**src/rtl/owire_pkg.sv**
```systemverilog
`timescale 1ns/1ps
package owire_pkg;
  typedef enum logic [2:0] {
    ST_IDLE,
    ST_SLOT,
    ST_RSTLOW,
    ST_PDWAIT,
    ST_PDDRIVE
  } slot_st_e;
endpackage

```
**src/rtl/owire_line_filter.sv**
```systemverilog
`timescale 1ns/1ps
module owire_line_filter #(
  parameter int FILT_CYC = 4
) (
  input  logic clk,
  input  logic rst_n,
  input  logic line_raw,
  output logic line_lvl,
  output logic line_fell,
  output logic line_rose
);
  localparam int FW = $clog2(FILT_CYC + 1);

  logic          s1_q, s2_q, lvl_q, lvl_d;
  logic [FW-1:0] cnt_q, cnt_d;

  always_comb begin
    lvl_d = lvl_q;
    cnt_d = '0;
    if (s2_q != lvl_q) begin
      if (cnt_q == FW'(FILT_CYC - 1)) lvl_d = s2_q;
      else                            cnt_d = cnt_q + 1'b1;
    end
  end

  always_ff @(posedge clk or negedge rst_n) begin
    if (!rst_n) begin
      s1_q  <= 1'b1;
      s2_q  <= 1'b1;
      lvl_q <= 1'b1;
      cnt_q <= '0;
    end else begin
      s1_q  <= line_raw;
      s2_q  <= s1_q;
      lvl_q <= lvl_d;
      cnt_q <= cnt_d;
    end
  end

  assign line_lvl  = lvl_q;
  assign line_fell = lvl_q & ~lvl_d;
  assign line_rose = ~lvl_q & lvl_d;


  filt_follows_sync_chk: assert property (@(posedge clk) disable iff (!rst_n)
    (lvl_q != $past(lvl_q)) |-> ($past(s2_q) == lvl_q));
endmodule

```
**src/rtl/owire_us_tick.sv**
```systemverilog
`timescale 1ns/1ps
module owire_us_tick #(
  parameter int TICKS_PER_US = 200
) (
  input  logic clk,
  input  logic rst_n,
  input  logic clr,
  output logic tick
);
  localparam int PW = $clog2(TICKS_PER_US + 1);

  logic [PW-1:0] cnt_q, cnt_d;

  assign tick = (cnt_q == PW'(TICKS_PER_US - 1)) & ~clr;

  always_comb begin
    if (clr || tick) cnt_d = '0;
    else             cnt_d = cnt_q + 1'b1;
  end

  always_ff @(posedge clk or negedge rst_n) begin
    if (!rst_n) cnt_q <= '0;
    else        cnt_q <= cnt_d;
  end
endmodule

```
**src/rtl/owire_slot_fsm.sv**
```systemverilog
`timescale 1ns/1ps
module owire_slot_fsm
  import owire_pkg::*;
#(
  parameter int RESET_US    = 480,
  parameter int SAMPLE_US   = 30,
  parameter int RELEASE_US  = 45,
  parameter int PD_DELAY_US = 30,
  parameter int PD_LEN_US   = 120
) (
  input  logic clk,
  input  logic rst_n,
  input  logic line_lvl,
  input  logic line_fell,
  input  logic line_rose,
  input  logic us_tick,
  input  logic tx_arm,
  input  logic tx_bit,
  output logic tick_clr,
  output logic pull,
  output logic tx_take,
  output logic rst_seen,
  output logic rx_valid,
  output logic rx_bit
);
  localparam int CW = $clog2(RESET_US + 1) + 1;
  localparam logic [CW-1:0] CNT_MAX = '1;

  slot_st_e      st_q, st_d;
  logic [CW-1:0] us_q, us_d, us_inc;
  logic          rd_q, rd_d, bit_q, bit_d, smp_q, smp_d;
  logic          rd_drive;

  assign us_inc   = (us_tick && us_q != CNT_MAX) ? us_q + 1'b1 : us_q;
  assign rd_drive = (st_q == ST_SLOT) && rd_q && !bit_q && (us_q < CW'(RELEASE_US));
  assign pull     = rd_drive || (st_q == ST_PDDRIVE);

  always_comb begin
    st_d     = st_q;
    us_d     = us_q;
    rd_d     = rd_q;
    bit_d    = bit_q;
    smp_d    = smp_q;
    tick_clr = 1'b0;
    tx_take  = 1'b0;
    rst_seen = 1'b0;
    rx_valid = 1'b0;
    rx_bit   = 1'b0;
    case (st_q)
      ST_IDLE: begin
        if (line_fell) begin
          st_d     = ST_SLOT;
          us_d     = '0;
          tick_clr = 1'b1;
          rd_d     = tx_arm;
          bit_d    = tx_bit;
          tx_take  = tx_arm;
          smp_d    = 1'b0;
        end
      end
      ST_SLOT: begin
        us_d = us_inc;
        if (!smp_q && us_q == CW'(SAMPLE_US)) begin
          smp_d    = 1'b1;
          rx_valid = !rd_q;
          rx_bit   = line_lvl;
        end
        if (!line_lvl && us_q >= CW'(RESET_US)) st_d = ST_RSTLOW;
        else if (line_lvl && smp_q && !rd_drive) st_d = ST_IDLE;
      end
      ST_RSTLOW: begin
        if (line_rose) begin
          st_d     = ST_PDWAIT;
          rst_seen = 1'b1;
          us_d     = '0;
          tick_clr = 1'b1;
        end
      end
      ST_PDWAIT: begin
        us_d = us_inc;
        if (us_q == CW'(PD_DELAY_US)) begin
          st_d     = ST_PDDRIVE;
          us_d     = '0;
          tick_clr = 1'b1;
        end
      end
      ST_PDDRIVE: begin
        us_d = us_inc;
        if (us_q == CW'(PD_LEN_US)) st_d = ST_IDLE;
      end
      default: st_d = ST_IDLE;
    endcase
  end

  always_ff @(posedge clk or negedge rst_n) begin
    if (!rst_n) begin
      st_q  <= ST_IDLE;
      us_q  <= '0;
      rd_q  <= 1'b0;
      bit_q <= 1'b0;
      smp_q <= 1'b0;
    end else begin
      st_q  <= st_d;
      us_q  <= us_d;
      rd_q  <= rd_d;
      bit_q <= bit_d;
      smp_q <= smp_d;
    end
  end


  rst_strobe_single_chk: assert property (@(posedge clk) disable iff (!rst_n)
    rst_seen |=> !rst_seen);

  rx_strobe_single_chk: assert property (@(posedge clk) disable iff (!rst_n)
    rx_valid |=> !rx_valid);

  pd_len_bound_chk: assert property (@(posedge clk) disable iff (!rst_n)
    (st_q == ST_PDDRIVE) |-> (us_q <= CW'(PD_LEN_US)));

  rd_release_time_chk: assert property (@(posedge clk) disable iff (!rst_n)
    ($fell(pull) && st_q == ST_SLOT) |-> (us_q >= CW'(RELEASE_US)));
endmodule

```
**src/rtl/owire_slot_phy.sv**
```systemverilog
`timescale 1ns/1ps
module owire_slot_phy #(
  parameter int TICKS_PER_US = 200,
  parameter int RESET_US     = 480,
  parameter int SAMPLE_US    = 30,
  parameter int RELEASE_US   = 45,
  parameter int PD_DELAY_US  = 30,
  parameter int PD_LEN_US    = 120
) (
  input  logic clk,
  input  logic rst_n,
  input  logic bus_in,
  output logic bus_pull,
  input  logic tx_arm,
  input  logic tx_bit,
  output logic tx_take,
  output logic rst_seen,
  output logic rx_valid,
  output logic rx_bit
);
  logic rs1_q, rs2_q;
  logic lvl, fell, rose, tick, clr;

  always_ff @(posedge clk or negedge rst_n) begin
    if (!rst_n) begin
      rs1_q <= 1'b0;
      rs2_q <= 1'b0;
    end else begin
      rs1_q <= 1'b1;
      rs2_q <= rs1_q;
    end
  end

  owire_line_filter #(.FILT_CYC(TICKS_PER_US)) u_filt (
    .clk(clk), .rst_n(rs2_q), .line_raw(bus_in),
    .line_lvl(lvl), .line_fell(fell), .line_rose(rose)
  );

  owire_us_tick #(.TICKS_PER_US(TICKS_PER_US)) u_tick (
    .clk(clk), .rst_n(rs2_q), .clr(clr), .tick(tick)
  );

  owire_slot_fsm #(
    .RESET_US(RESET_US), .SAMPLE_US(SAMPLE_US), .RELEASE_US(RELEASE_US),
    .PD_DELAY_US(PD_DELAY_US), .PD_LEN_US(PD_LEN_US)
  ) u_fsm (
    .clk(clk), .rst_n(rs2_q), .line_lvl(lvl), .line_fell(fell),
    .line_rose(rose), .us_tick(tick), .tx_arm(tx_arm), .tx_bit(tx_bit),
    .tick_clr(clr), .pull(bus_pull), .tx_take(tx_take),
    .rst_seen(rst_seen), .rx_valid(rx_valid), .rx_bit(rx_bit)
  );


  idle_after_reset_chk: assert property (@(posedge clk) disable iff (!rs2_q)
    $rose(rs2_q) |-> !bus_pull);
endmodule

```
**config.mk**
```make
export PLATFORM = sky130hd
export DESIGN_NAME = owire_slot_phy
export DESIGN_NICKNAME = d
export VERILOG_FILES = /design/src/rtl/owire_pkg.sv /design/src/rtl/owire_line_filter.sv /design/src/rtl/owire_us_tick.sv /design/src/rtl/owire_slot_fsm.sv /design/src/rtl/owire_slot_phy.sv
export SDC_FILE = /design/constraint.sdc
export NUM_CORES = 1
export LEC_CHECK = 0
export ABC_AREA = 1
export CAP_MARGIN = 15
export CORE_MARGIN = 2
export CORE_UTILIZATION = 25
export DETAILED_ROUTE_END_ITERATION = 12
export DONT_BUFFER_PORTS = 1
export PLACE_DENSITY = 0.48
export SKIP_CTS_REPAIR_TIMING = 1
export SLEW_MARGIN = 20
export SYNTH_ARGS = -nofsm -noshare
export SYNTH_HDL_FRONTEND = slang
export SYNTH_SLANG_ARGS = --single-unit
```
**constraint.sdc**
```tcl
create_clock -name clk -period 1.9 [get_ports clk]
set_input_delay 0.57 -clock clk [delete_from_list [all_inputs] [get_ports clk]]
set_output_delay 0.57 -clock clk [all_outputs]
set_load 0.03 [all_outputs]
```
# Yosys cells after proc, flatten, opt, wreduce, memory -nomap -nowiden
# Index checks and enable logic that the tools add are counted.
# Widths: inputs -> output; s select.
[classes]
mux = 31
order_cmp = 2
bitwise = 6
n_eq_ne = 16
n_addsub = 3
reduce_logical = 23
[op_table]
columns = ["cell", "n"]
rows = [
  ["$mux 10", 4],
  ["$pmux 10 s4", 1],
  ["$mux 8", 3],
  ["$mux 3", 6],
  ["$add 8x1->8 const B", 2],
  ["$eq 8x8->1 const B", 2],
  ["$pmux 3 s5", 1],
  ["$mux 1", 14],
  ["$add 10x1->10 const B", 1],
  ["$eq 10x5->1 const B", 1],
  ["$eq 10x7->1 const B", 1],
  ["$ge 10x9->1 const B", 1],
  ["$lt 10x6->1 const B", 1],
  ["$ne 10x10->1 const B", 1],
  ["$logic_and 1x1->1", 8],
  ["$ne 2x2->1 const B", 4],
  ["$eq 3x2->1 const B", 2],
  ["$reduce_and 3->1", 2],
  ["$logic_not 1->1", 5],
  ["$reduce_and 5->1", 1],
  ["$reduce_bool 4->1", 1],
  ["$and 1x1->1", 3],
  ["$eq 3x1->1 const B", 1],
  ["$eq 3x3->1 const B", 1],
  ["other kinds (11)", 14],
]
[word_totals]
register_bits = 37
in_bits = 5
word_cells = 93

# Depth between registers and ports, before layout
[logic_depth]
word_depth = 13
ltp_mapped = 12
mapped_depth_nobuf = 12

# Cells and area by module
# A second synthesis with hierarchy kept.
[unflattened]
cells_unflattened = 314
hier_area_um2 = 2299.7
[by_module_without_submodules]
columns = ["mod", "n_inst", "cells_per_inst", "area_each_um2"]
rows = [
  ["owire_slot_fsm", 1, 190, 1256.2],
  ["owire_line_filter", 1, 66, 563.0],
  ["owire_us_tick", 1, 55, 426.7],
  ["owire_slot_phy", 1, 3, 53.8],
]

# Worst setup path before layout
# No wires, ideal clock.
[synth_path]
path_kind = "reg-to-output"
startpoint = "reg u_fsm.us_q[0]"
endpoint = "out rx_bit"
slack_ns = -0.511
stages_incl_launch_ff = 10
required_time_ns = 1.330
t_arrival_ns = 1.841
path_buffers = 0
path_cell_list = "dfrtp_1 -> inv_1 -> ha_1 -> nand3_1 -> nor2_1 -> nand2_1 -> nor3_1 -> inv_1 -> or2_2 -> nor2_1"
[synth_via]
elab_chain_len = 4
[synth_lines]
columns = ["item", "line_no", "source"]
rows = [
  ["from (decl)", "owire_slot_fsm.sv:30", "logic [CW-1:0] us_q, us_d, us_inc;"],
  ["from (signal assigned)", "owire_slot_fsm.sv:104", "us_q <= us_d;"],
  ["$eq 10x5->1", "owire_slot_fsm.sv:63", "if (!smp_q && us_q == CW'(SAMPLE_US)) begin"],
  ["$logic_and 1x1->1", "owire_slot_fsm.sv:63", ""],
  ["$mux 1", "owire_slot_fsm.sv:63", ""],
  ["$mux 1", "owire_slot_fsm.sv:49", "case (st_q)"],
  ["to (decl)", "owire_slot_phy.sv:19", "output logic rx_bit"],
]
# Every way passes these cells.

# Worst setup path in the final report
# Same ends and word-level chain as after synthesis.

==> flow_metrics.py <==
metrics = {
    "die": {
        "core_sq_mm": 0.00830,
        "start_util_pct": 26.1,
        "die_x_microns": 97.1,
        "ioPinCount": 10,
        "fp.dieH_microns": 97.1,
        "die_area_sq_mm": 0.00943,
        "rows": 33,
    },
    "grt": {
        "grt_start_max_net_pins": 36,
        "grt_pass1_wl_mm": 8.27,
        "grt_use_total_pct": 10.9,
        "grt_pass1_vias": 1793,
        "antenna_found_initial": 0,
        "gr-total-overflow": 0,
    },
    "critical_path": {
        "critPathSlowestCell": "dfrtp_1",
        "r2r_end": "u_fsm.us_q[4]",
        "rr_worst_depth": 13,
        "timing.critical_path.from": "u_fsm.us_q[0]",
        "critical_path_peak_fanout": 2,
        "critical-path-top-delay-family": "simple AND/OR/NAND/NOR gates",
        "end_kind": "output pin",
        "crit_top_cell": "nor2_4",
        "path_class": "register to output pin",
        "crit_arrival_ns": 1.75,
        "critical_path_required_ns": 1.33,
        "startpoint_type": "register",
        "slowest_delay_ns": 0.39,
        "reg2reg_from": "u_fsm.us_q[1]",
        "worstPathCellList": "inv_2 -> ha_4 -> nand3_4 -> nor2_4 -> nand2_2 -> nor3_2 -> inv_1 -> or2_4 -> nor2_4",
        "regToRegSetupSlack_ns": 0.09,
        "path_buf_inv": 2,
    },
    "timing": {
        "finalCritPeriodShare_pct": 122,
        "whs_ns": 0.269,
        "relSlewSlack_pct": 66.0,
        "drv_slew": 0,
        "grt_setup_unrepaired": "yes",
        "worst_slack_ns": -0.416,
        "fin_worst_skew_ns": 0.00553,
        "period_needed_ns": 2.32,
        "timing.fmax_mhz": 432,
        "finalHoldViolCount": 0,
        "setup-tns-final_ns": -1.47,
        "tightest_slew_ns": 0.510,
        "setup_viol": 5,
    },
    "min_path": {
        "hold_end": "u_filt.s1_q",
        "hold_depth": 0,
        "hold_path_startpoint": "bus_in",
        "hp-class": "input pin to register",
    },
    "yosys": {
        "synth_area_per_cell_sq_um": 7.66,
        "syn_area_sq_mm": 0.00217,
        "synthArstFlopShare_pct": 100,
        "synth-seq-area-share_pct": 42.9,
        "ys_warn_count": 0,
        "synth_cells": 283,
        "synth_edf_count": 0,
        "synth_nets": 294,
        "synth_ff_type": "dfrtp_1",
        "ys_types": 37,
        "synth-seq-cells": 37,
    },
    "final_layout": {
        "n_antenna_cell": 0,
        "final_common_cell": "nand2_1",
        "fin_util_pct": 35.9,
        "fin_nets": 344,
        "final_cells": 439,
        "finalInstanceArea_sq_mm": 0.00298,
        "layout-drive-gt1-share_pct": 32.3,
        "final_cell_mix": "nand2_1 (52), buf_4 (38), inv_1 (37), nor2_1 (37), dfrtp_1 (34)",
        "area_growth_pct": 37.6,
    },
    "route": {
        "vias": 1898,
        "routed_wl_mm": 5.12,
        "viasPerCell": 4.32,
        "dr.pass1.iters": 4,
        "wl_per_cell_microns": 11.7,
        "route.detailed.drc": 0,
        "drt_iter0_drc": 76,
        "antenna_left": 0,
    },
    "clocking": {
        "clkTransAtPathRegs_ns": 0.08,
        "insertion_delay_ns": 0.29,
        "cts_buffer_depth": 2,
        "clock_sinks": 37,
        "cts_root_buf": "clkbuf_8",
        "cts_tree": "done",
        "numCtsBuffers": 5,
        "cts.htree.levels": 2,
    },
    "placement": {
        "dpl-instance-area_sq_mm": 0.00260,
        "pre_cts_slack_ns": -0.191,
        "dp_hpwl_mm": 3.79,
        "place.port_buffers": 0,
        "gp_congestion": 0.890,
        "placedCellCount": 419,
    },
    "pwr": {
        "p_total_mw": 1.55,
        "ir_drop_mv": 0.218,
        "powerDensity_mw_per_mm2": 519,
        "leakage_nw": 1.41,
    },
    "outcome": {
        "violations": "negative setup slack",
        "outcome": "complete, but fails checks",
    },
    "job": {
        "cap_violations": 0,
    },
}
-- synthesized netlist by cell type (all sizes together), types with 2 or more instances --
library cell	count	area share, %
nand2	60	11
nor2	52	11
inv	46	8.0
dfrtp	34	39
nand3	21	5.7
nor3	12	3.0
nand4	9	2.6
o21ai	9	2.1
a21oi	7	1.6
ha	6	3.5
nor3b	5	2.2
buf	3	0.98
dfstp	3	3.6
or2	3	0.98
a31oi	2	0.58
o31ai	2	0.69
xor2	2	0.81
-- where the power goes --
group | internal, mW | switching [mW]
clock network | 0.394 | 0.297
logic | 0.0182 | 0.0308
registers | 0.800 | 0.00801
-- state kept, by name (all words and copies together) (netlist names) --
register / cells
rs1_q: 1
rs2_q: 1
u_filt.cnt_q: 8
u_filt.line_lvl: 1
u_filt.s1_q: 1
u_filt.s2_q: 1
u_fsm.bit_q: 1
u_fsm.rd_q: 1
u_fsm.smp_q: 1
u_fsm.st_q: 3
u_fsm.us_q: 10
u_tick.cnt_q: 8
-- layer usage --
metal | track usage [%] | routed length [microns]
met1 | 14.0 | 2470
met2 | 18.0 | 2460
met3 | 2.45 | 105
met4 | 4.23 | 85
met5 | 0 | 0
-- kinds of logic after synthesis --
logic type | after synthesis | share of synthesized area [%]
compound gates | 22 | 5.60
xor+xnor | 2 | 0.808
mux | 1 | 0.520
simple gates | 165 | 37.6
flops | 37 | 42.9
buf+inv | 49 | 8.95
fa+ha+maj | 6 | 3.46
other cells | 1 | 0.173
-- worst max path at each step --
| stage | end | slack (ns) | cells after the start |
|---|---|---|---|
| 2_1_floorplan | rx_bit | -0.22 | 9 |
| 3_3_place_gp | rx_bit | -0.17 | 9 |
| 3_5_place_dp | rx_bit | -0.19 | 9 |
| 4_1_cts | rx_bit | -0.52 | 9 |
| 5_1_grt | rx_bit | -0.54 | 8 |
| 6_report | rx_bit | -0.42 | 9 |
-- final cells by class --
class	instances	area (sq um)
Tap cell	105	131
Clock buffer	6	72.6
Fill cell	848	5320
Clock inverter	2	38.8
Inverter	46	175
Timing Repair Buffer	46	405
Sequential cell	37	930
Multi-Input combinational cell	197	1230
Note: power is estimated with default switching activity, not from simulation.
